$ cat src/rtl/irq_agg_pkg.sv
// Package: shared register offsets and address helper for the
// aggregating edge interrupt controller. Offsets are byte addresses.
package irq_agg_pkg;
    localparam int ADDR_W = 8;
    localparam logic [ADDR_W-1:0] CAUSE_BASE   = 8'h00;
    localparam logic [ADDR_W-1:0] MASK_BASE    = 8'h20;
    localparam logic [ADDR_W-1:0] DOORBELL_OFS = 8'h30;

    // Byte address of the idx-th 32-bit register of a bank starting at base.
    function automatic logic [ADDR_W-1:0] reg_addr(input logic [ADDR_W-1:0] base,
                                                   input int idx);
        return base + ADDR_W'(4 * idx);
    endfunction
endpackage

$ cat src/rtl/irq_edge_detect.sv
// Rising-edge detector for the wired sources.
// Assumes: inputs are already synchronous to clk. The history resets to 0,
// so an input that is high when reset is released counts as one edge.
module irq_edge_detect #(
    parameter int WIDTH = 21
) (
    input  logic             clk,
    input  logic             rst_n,
    input  logic [WIDTH-1:0] level_in,
    output logic [WIDTH-1:0] rise_out
);
    logic [WIDTH-1:0] prev_q;

    // Remember the previous level of every input.
    always_ff @(posedge clk) begin
        if (!rst_n) prev_q <= '0;
        else        prev_q <= level_in;
    end

    // One-cycle pulse where the input is high now and was low before.
    always_comb rise_out = level_in & ~prev_q;
endmodule

$ cat src/rtl/irq_doorbell_decode.sv
// Turns a write to the doorbell offset into a one-hot set request.
// Assumes: only the low SRC_W data bits are passed in; source numbers below
// NUM_WIRED belong to wired inputs and are dropped here.
module irq_doorbell_decode
    import irq_agg_pkg::*;
#(
    parameter int NUM_SRC   = 64,
    parameter int NUM_WIRED = 21,
    localparam int SRC_W    = $clog2(NUM_SRC)
) (
    input  logic              wr,
    input  logic [ADDR_W-1:0] addr,
    input  logic [SRC_W-1:0]  src_num,
    output logic [NUM_SRC-1:0] set_vec
);
    logic hit;

    // Accept only doorbell writes that name a message-raised source.
    always_comb hit = wr && (addr == DOORBELL_OFS) && (int'(src_num) >= NUM_WIRED);

    // Expand the source number into a one-hot set vector.
    always_comb begin
        for (int i = 0; i < NUM_SRC; i++) begin
            set_vec[i] = hit && (int'(src_num) == i);
        end
    end
endmodule

$ cat src/rtl/irq_src_bank.sv
// Cause and mask register bank with the register read mux.
// Causes are sticky and write-one-to-clear. A set in the same cycle beats a
// clear. Masks reset to all ones (disabled) and are written whole.
// Assumes: NUM_SRC is a multiple of REG_W.
module irq_src_bank
    import irq_agg_pkg::*;
#(
    parameter int NUM_SRC = 64,
    parameter int REG_W   = 32,
    localparam int NUM_REGS = NUM_SRC / REG_W
) (
    input  logic               clk,
    input  logic               rst_n,
    input  logic [NUM_SRC-1:0] set_vec,
    input  logic               wr,
    input  logic [ADDR_W-1:0]  addr,
    input  logic [REG_W-1:0]   wdata,
    output logic [NUM_SRC-1:0] cause_q,
    output logic [NUM_SRC-1:0] mask_q,
    output logic [REG_W-1:0]   rdata
);
    for (genvar g = 0; g < NUM_REGS; g++) begin : g_reg
        logic             cause_sel;
        logic             mask_sel;
        logic [REG_W-1:0] cause_r;
        logic [REG_W-1:0] mask_r;
        logic [REG_W-1:0] set_slice;

        // Decode the two register hits of this slice.
        always_comb begin
            cause_sel = wr && (addr == reg_addr(CAUSE_BASE, g));
            mask_sel  = wr && (addr == reg_addr(MASK_BASE, g));
            set_slice = set_vec[g*REG_W +: REG_W];
        end

        // Sticky cause bits: clear-by-one, then OR in new sets so sets win.
        always_ff @(posedge clk) begin
            if (!rst_n)         cause_r <= '0;
            else if (cause_sel) cause_r <= (cause_r & ~wdata) | set_slice;
            else                cause_r <= cause_r | set_slice;
        end

        // Mask register: disabled at reset, replaced on write.
        always_ff @(posedge clk) begin
            if (!rst_n)        mask_r <= '1;
            else if (mask_sel) mask_r <= wdata;
        end

        assign cause_q[g*REG_W +: REG_W] = cause_r;
        assign mask_q[g*REG_W +: REG_W]  = mask_r;
    end

    // Read mux: unmapped offsets read as zero.
    always_comb begin
        rdata = '0;
        for (int i = 0; i < NUM_REGS; i++) begin
            if (addr == reg_addr(CAUSE_BASE, i)) rdata = cause_q[i*REG_W +: REG_W];
            if (addr == reg_addr(MASK_BASE, i))  rdata = mask_q[i*REG_W +: REG_W];
        end
    end
endmodule

$ cat src/rtl/irq_merge.sv
// Folds all enabled pending causes into one registered interrupt line.
// Assumes: mask bit 1 means disabled.
module irq_merge #(
    parameter int NUM_SRC = 64
) (
    input  logic               clk,
    input  logic               rst_n,
    input  logic [NUM_SRC-1:0] cause,
    input  logic [NUM_SRC-1:0] mask,
    output logic               irq_q
);
    logic [NUM_SRC-1:0] pending;

    // Enabled pending sources.
    always_comb pending = cause & ~mask;

    // Register the OR reduction so the output is glitch-free.
    always_ff @(posedge clk) begin
        if (!rst_n) irq_q <= 1'b0;
        else        irq_q <= |pending;
    end
endmodule

$ cat src/rtl/edge_irq_aggregator.sv
// Top level: the wired edge capture and the doorbell decode feed the set
// inputs of the cause/mask bank, whose enabled causes merge into irq_out.
// Assumes: one register access per cycle, reads are combinational.
module edge_irq_aggregator
    import irq_agg_pkg::*;
#(
    parameter int NUM_SRC   = 64,
    parameter int NUM_WIRED = 21,
    parameter int REG_W     = 32,
    localparam int SRC_W    = $clog2(NUM_SRC)
) (
    input  logic                 clk,
    input  logic                 rst_n,
    input  logic [NUM_WIRED-1:0] wired_in,
    input  logic                 bus_wr,
    input  logic [ADDR_W-1:0]    bus_addr,
    input  logic [REG_W-1:0]     bus_wdata,
    output logic [REG_W-1:0]     bus_rdata,
    output logic                 irq_out
);
    logic [NUM_WIRED-1:0] wired_rise;
    logic [NUM_SRC-1:0]   db_set;
    logic [NUM_SRC-1:0]   set_all;
    logic [NUM_SRC-1:0]   cause_q;
    logic [NUM_SRC-1:0]   mask_q;

    irq_edge_detect #(.WIDTH(NUM_WIRED)) u_edge (
        .clk      (clk),
        .rst_n    (rst_n),
        .level_in (wired_in),
        .rise_out (wired_rise)
    );

    irq_doorbell_decode #(.NUM_SRC(NUM_SRC), .NUM_WIRED(NUM_WIRED)) u_db (
        .wr      (bus_wr),
        .addr    (bus_addr),
        .src_num (bus_wdata[SRC_W-1:0]),
        .set_vec (db_set)
    );

    // Combine wired edges (low sources) with doorbell requests.
    always_comb begin
        set_all = db_set;
        set_all[NUM_WIRED-1:0] = set_all[NUM_WIRED-1:0] | wired_rise;
    end

    irq_src_bank #(.NUM_SRC(NUM_SRC), .REG_W(REG_W)) u_bank (
        .clk     (clk),
        .rst_n   (rst_n),
        .set_vec (set_all),
        .wr      (bus_wr),
        .addr    (bus_addr),
        .wdata   (bus_wdata),
        .cause_q (cause_q),
        .mask_q  (mask_q),
        .rdata   (bus_rdata)
    );

    irq_merge #(.NUM_SRC(NUM_SRC)) u_merge (
        .clk   (clk),
        .rst_n (rst_n),
        .cause (cause_q),
        .mask  (mask_q),
        .irq_q (irq_out)
    );
endmodule

$ cat config.mk
export PLATFORM = sky130hd
export DESIGN_NAME = edge_irq_aggregator
export DESIGN_NICKNAME = d
export VERILOG_FILES = /design/src/rtl/irq_agg_pkg.sv /design/src/rtl/irq_edge_detect.sv /design/src/rtl/irq_doorbell_decode.sv /design/src/rtl/irq_src_bank.sv /design/src/rtl/irq_merge.sv /design/src/rtl/edge_irq_aggregator.sv
export SDC_FILE = /design/constraint.sdc
export NUM_CORES = 1
export LEC_CHECK = 0
export BUFFER_PORTS_ARGS = -buffer_cell sky130_fd_sc_hd__buf_2
export CAP_MARGIN = 10
export CORE_MARGIN = 2
export CORE_UTILIZATION = 50
export DETAILED_ROUTE_END_ITERATION = 16
export GPL_TIMING_DRIVEN = 0
export HOLD_SLACK_MARGIN = 0.15
export PLACE_DENSITY = 0.71
export SETUP_SLACK_MARGIN = 0.5
export SYNTH_ARGS = -nofsm -noshare
export SYNTH_HDL_FRONTEND = slang
export SYNTH_SLANG_ARGS = --single-unit
$ cat constraint.sdc
create_clock -name clk -period 4.5 [get_ports clk]
set_input_delay 0.9 -clock clk [delete_from_list [all_inputs] [get_ports clk]]
set_output_delay 0.9 -clock clk [all_outputs]
set_load 0.02 [all_outputs]
* After elaboration in Yosys (flattened, before gate mapping) *
Cells that the tools add are included.

storage, ports and cells
  register bits = 150
  bits of input ports = 64
  output and inout port bits = 33
  word-level logic and storage cells = 165

operators by class
  $lt $le $gt $ge = 1
  equality and inequality tests = 67
  multiplexer cells = 6
  bitwise operators = 12
  reductions and logical operators = 73

operator list
  cell                                                                                 number
  6-bit equality test, second input constant                                           32
  32-bit 2-to-1 mux                                                                    6
  32-bit OR                                                                            4
  6-bit by 5-bit equality test with 1-bit output, second input constant                16
  1-bit logical AND                                                                    70
  32-bit bitwise AND                                                                   2
  64-bit bitwise AND                                                                   1
  64-bit NOT                                                                           1
  64-bit OR reduction                                                                  1
  6-bit by 4-bit equality test with 1-bit output, second input constant                8
  32-bit NOT                                                                           1
  6-bit by 3-bit equality test with 1-bit output, second input constant                4
  8-bit by 6-bit equality test with 1-bit output, second input constant                3
  21-bit bitwise AND                                                                   1
  21-bit NOT                                                                           1
  21-bit OR                                                                            1
  6-bit by 2-bit equality test with 1-bit output, second input constant                2
  8-bit by 3-bit equality test with 1-bit output, second input constant                1
  8-bit logical NOT                                                                    1
  6-bit by 1-bit equality test with 1-bit output, second input constant                1
  6-bit by 5-bit greater-or-equal comparator with 1-bit output, second input constant  1
  6-bit logical NOT                                                                    1

* Longest topological paths before layout *
  word-level depth = 7
  depth in mapped cells = 7
  mapped depth without buffers = 5

* Hierarchy *
A second synthesis with hierarchy kept.

second synthesis, totals
  cells, all modules = 987
  area, all modules = 8570.7 µm²

modules (own cells, without submodules)
  module               times used  cells an instance  area an instance (µm²)  seq. area each (µm²)
  irq_src_bank         1           692                6391.1                  2562.5
  irq_doorbell_decode  1           105                798.3                   0.0
  irq_edge_detect      1           65                 705.7                   420.4
  irq_merge            1           104                544.3                   20.0
  edge_irq_aggregator  1           21                 131.4                   0.0

* Least setup slack after synthesis *
No wires, ideal clock.

  kind = input to output
  start = input port bus_addr[3]
  end = output port bus_rdata[10]
  arrival time = 2.462 ns
  required time = 3.600 ns
  setup slack = 1.138 ns
  stages on the path = 5
  path buffers = 1
  path through = or4_1 > nor2_1 > clkbuf_1 > a222oi_1 > a21oi_1

between the ends
  cells in the longest elaborated chain, start to end = 5
  elaborated cells on any way between the ends = 8
  classes of those cells = 3 x eq/ne; 4 x mux; 1 x reduce/logical

RTL lines
  what                 line                       RTL
  from (decl)          edge_irq_aggregator.sv:16  input logic [ADDR_W-1:0] bus_addr,
  8-bit logical NOT    irq_src_bank.sv:57         if (addr == reg_addr(CAUSE_BASE, i)) rdata = cause_q[i*REG_W +: REG_W];
  32-bit 2-to-1 mux    irq_src_bank.sv:57
  32-bit 2-to-1 mux    irq_src_bank.sv:58         if (addr == reg_addr(MASK_BASE, i)) rdata = mask_q[i*REG_W +: REG_W];
  32-bit 2-to-1 mux    irq_src_bank.sv:57
  32-bit 2-to-1 mux *  irq_src_bank.sv:58
  to (decl)            edge_irq_aggregator.sv:18  output logic [REG_W-1:0] bus_rdata,

Mark *: on every way between the ends. The rest lies on a longest branch, timed or not.

* Worst setup path in the final report *
  start = input port bus_addr[3]
  end = output port bus_rdata[8]

The elaborated chain is that of the path after synthesis.

==> impl_metrics.yaml <==
clock_tree:
  clock_latency_ns: 0.43
  postCtsSetupBuffers: 0
  path_clk_slew_ns: 0.06
  cts.htree.levels: 4
  cts_tree: "yes"
  clockBufferDepth: 2
  cts-root-buf: "clkbuf_16"
  clock-sinks: 150
  numCtsBuffers: 17
floorplanning:
  initial_core_util_pct: 51.5
  rows: 41
  core_um2: 12700
  die-area_um2: 14000
  fp.dieW_um: 118
  die_h_um: 118
  io_pins: 97
timing:
  period_minus_slack_ns: 4.00
  fmax_ghz: 0.250
  tightest_slew_ns: 0.921
  rsz0062_at_grt: "yes"
  finalSetupViolCount: 0
  worst_slack_ns: 0.499
  max-slew-margin-rel_pct: 38.4
  hold_violations: 0
  setup_tns_ns: 0
  clock_skew_ns: 0.00544
  hold-worst-slack_ns: 0.408
  finalCritPeriodShare_pct: 88.9
  drv_slew: 0
detailed_routing:
  route.detailed.drc: 0
  ant_nets: 0
  drt_iter0_drc: 1083
  firstDrtPassIters: 7
  vias_per_cell: 6.12
  wl_per_cell_um: 21.7
  via_count: 6985
  wl_mm: 24.8
global_route:
  grt_pass1_vias: 6502
  grt_max_degree: 17
  antenna_found_initial: 0
  grt_pass1_wl_mm: 37.6
  grt_overflow: 0
  grt_use_total_pct: 35.8
power:
  ir_drop_v: 0.000267
  power.total_mw: 2.80
  pwr_density_cell_nw_per_um2: 362
  p_leak_nw: 3.37
placement:
  place.gp.congestion: 0.990
  dp.cells: 1112
  pre_cts_ws_ns: 0.411
  portBuffers: 93
  dp_hpwl_mm: 17.9
critical_path:
  end_kind: "primary output"
  cpPeakStageDelay_ns: 0.62
  startpoint_type: "primary input"
  cp_max_fo: 10
  cp_common_cell: "buf_2"
  crit_chain: "buf_2, or4_1, nor2_1, clkbuf_2, a222oi_1, a21oi_1, buf_2"
  cp_slowest_cell: "or4_1"
  worstSetupPathType: "primary input to primary output"
  worst_ep_required_time_ns: 3.60
  crit_arrival_ns: 3.10
finish:
  mostFrequentLayoutCell: "nand2_1"
  fill_cells: 1256
  final_nets: 1023
  syn2layout_area_growth_pct: 18.3
  drive_above_1_share_pct: 14.6
  n_antenna_cell: 0
  final_cell_mix: "210 x nand2_1, 150 x dfxtp_1, 109 x buf_2"
  final_cells: 1142
yosys:
  synth_area_um2: 6530
  synth_cell_type_count: 39
  syn_area_per_cell_um2: 7.71
  synth_fp_nets: 911
  synth-main-ff-cell: "dfxtp_1"
  yosysSeqAreaShare_pct: 46.0
  synthArstFlopShare_pct: 0
  synth_seq_cells: 150
  synth_edf_count: 0
  netlist_instances: 847
  yosys_warnings: 0
job:
  maxCapViolCount: 0
min_path:
  min_path_type: "flop to flop"
outcome:
  outcome: "complete, no violations"
final timing paths:
check	start	end	slack [ns]	cells past startpoint
worst max-delay path	bus_addr[3]	bus_rdata[8]	0.50	7
worst min-delay path	u_edge.prev_q[2]	u_bank.g_reg[0].cause_r[2]	0.41	1
worst max register to register	u_bank.g_reg[1].cause_r[2]	u_merge.irq_q	2.66	5
worst min register to register	u_edge.prev_q[2]	u_bank.g_reg[0].cause_r[2]	0.41	1
per-layer routing:
layer / up-vias / wire length, µm / track usage [%]
met3: 75 / 2770 / 9.60
met5: - / 0 / 0
met1: 3267 / 9870 / 46.2
li1: 3179 / - / -
met2: 464 / 11200 / 55.0
met4: 0 / 979 / 17.8
report_power, final:
| part | total, mW | internal [mW] | switching [mW] |
|---|---|---|---|
| clock | 1.27 | 0.739 | 0.530 |
| sequential | 1.38 | 1.36 | 0.0219 |
| combinational | 0.150 | 0.0477 | 0.102 |
| total | 2.80 | 2.15 | 0.655 |
synth_stat cells, types with 3 or more instances:
| library cell | instances | area, µm² |
|---|---|---|
| nand2b_1 | 8 | 50.1 |
| a21oi_1 | 10 | 50.1 |
| a221oi_1 | 29 | 254 |
| o21ai_0 | 27 | 135 |
| o22ai_1 | 43 | 269 |
| nand2_1 | 210 | 788 |
| clkbuf_1 | 34 | 128 |
| nor2_1 | 53 | 199 |
| and2_1 | 3 | 18.8 |
| a222oi_1 | 8 | 80.1 |
| o211ai_1 | 19 | 143 |
| dfxtp_1 | 150 | 3000 |
| inv_1 | 80 | 300 |
| a32o_1 | 30 | 300 |
| buf_2 | 16 | 80.1 |
| nand3_1 | 86 | 430 |
| buf_1 | 4 | 15.0 |
| nor3_1 | 3 | 15.0 |
| nor4_1 | 4 | 25.0 |
through the flow:
step                      area [µm²]  utilization [%]
after global routing            7720             61.0
after detailed placement        7210             56.9
after CTS                       7720             60.9
after global placement          7210             56.9
final                           7720             61.0
after floorplan                 6530                -
worst max-delay path: cells and delay by family:
family | cells | cell delay (ns)
buf+inv | 3 | 0.77
compound gates | 2 | 0.41
simple gates | 2 | 1.02
layout make-up:
cell class | instances | area [µm²] | share of cell area, %
plain buffers | 57 | 253 | 3.27
clock buffers | 26 | 489 | 6.33
clock inverters | 4 | 22.5 | 0.292
inverters | 80 | 300 | 3.89
multi-input cells | 560 | 2980 | 38.5
flip-flops and latches | 150 | 3000 | 38.9
well taps | 172 | 215 | 2.79
repair buffers | 93 | 465 | 6.03
flip-flops by register name, summed over array words and instances (netlist names):
signal and cells:
u_bank.g.mask_r 64, u_edge.prev_q 21, u_merge.irq_q 1, u_bank.g.cause_r 64
logic make-up after synthesis:
| logic type | after synthesis | synth area share (%) |
|---|---|---|
| DFF | 150 | 46.0 |
| AOI/OAI and AO/OA | 176 | 20.1 |
| buffers and inverters | 137 | 8.41 |
| and+or+nand+nor | 384 | 25.5 |
timing repair:
| action | in CTS | in global routing |
|---|---|---|
| endpoints found under the setup margin | 8 | 13 |
| gates resized for setup | 1 | 4 |
| hold buffers | 0 | 0 |
No activity file was read; power rests on OpenSTA's default activity.
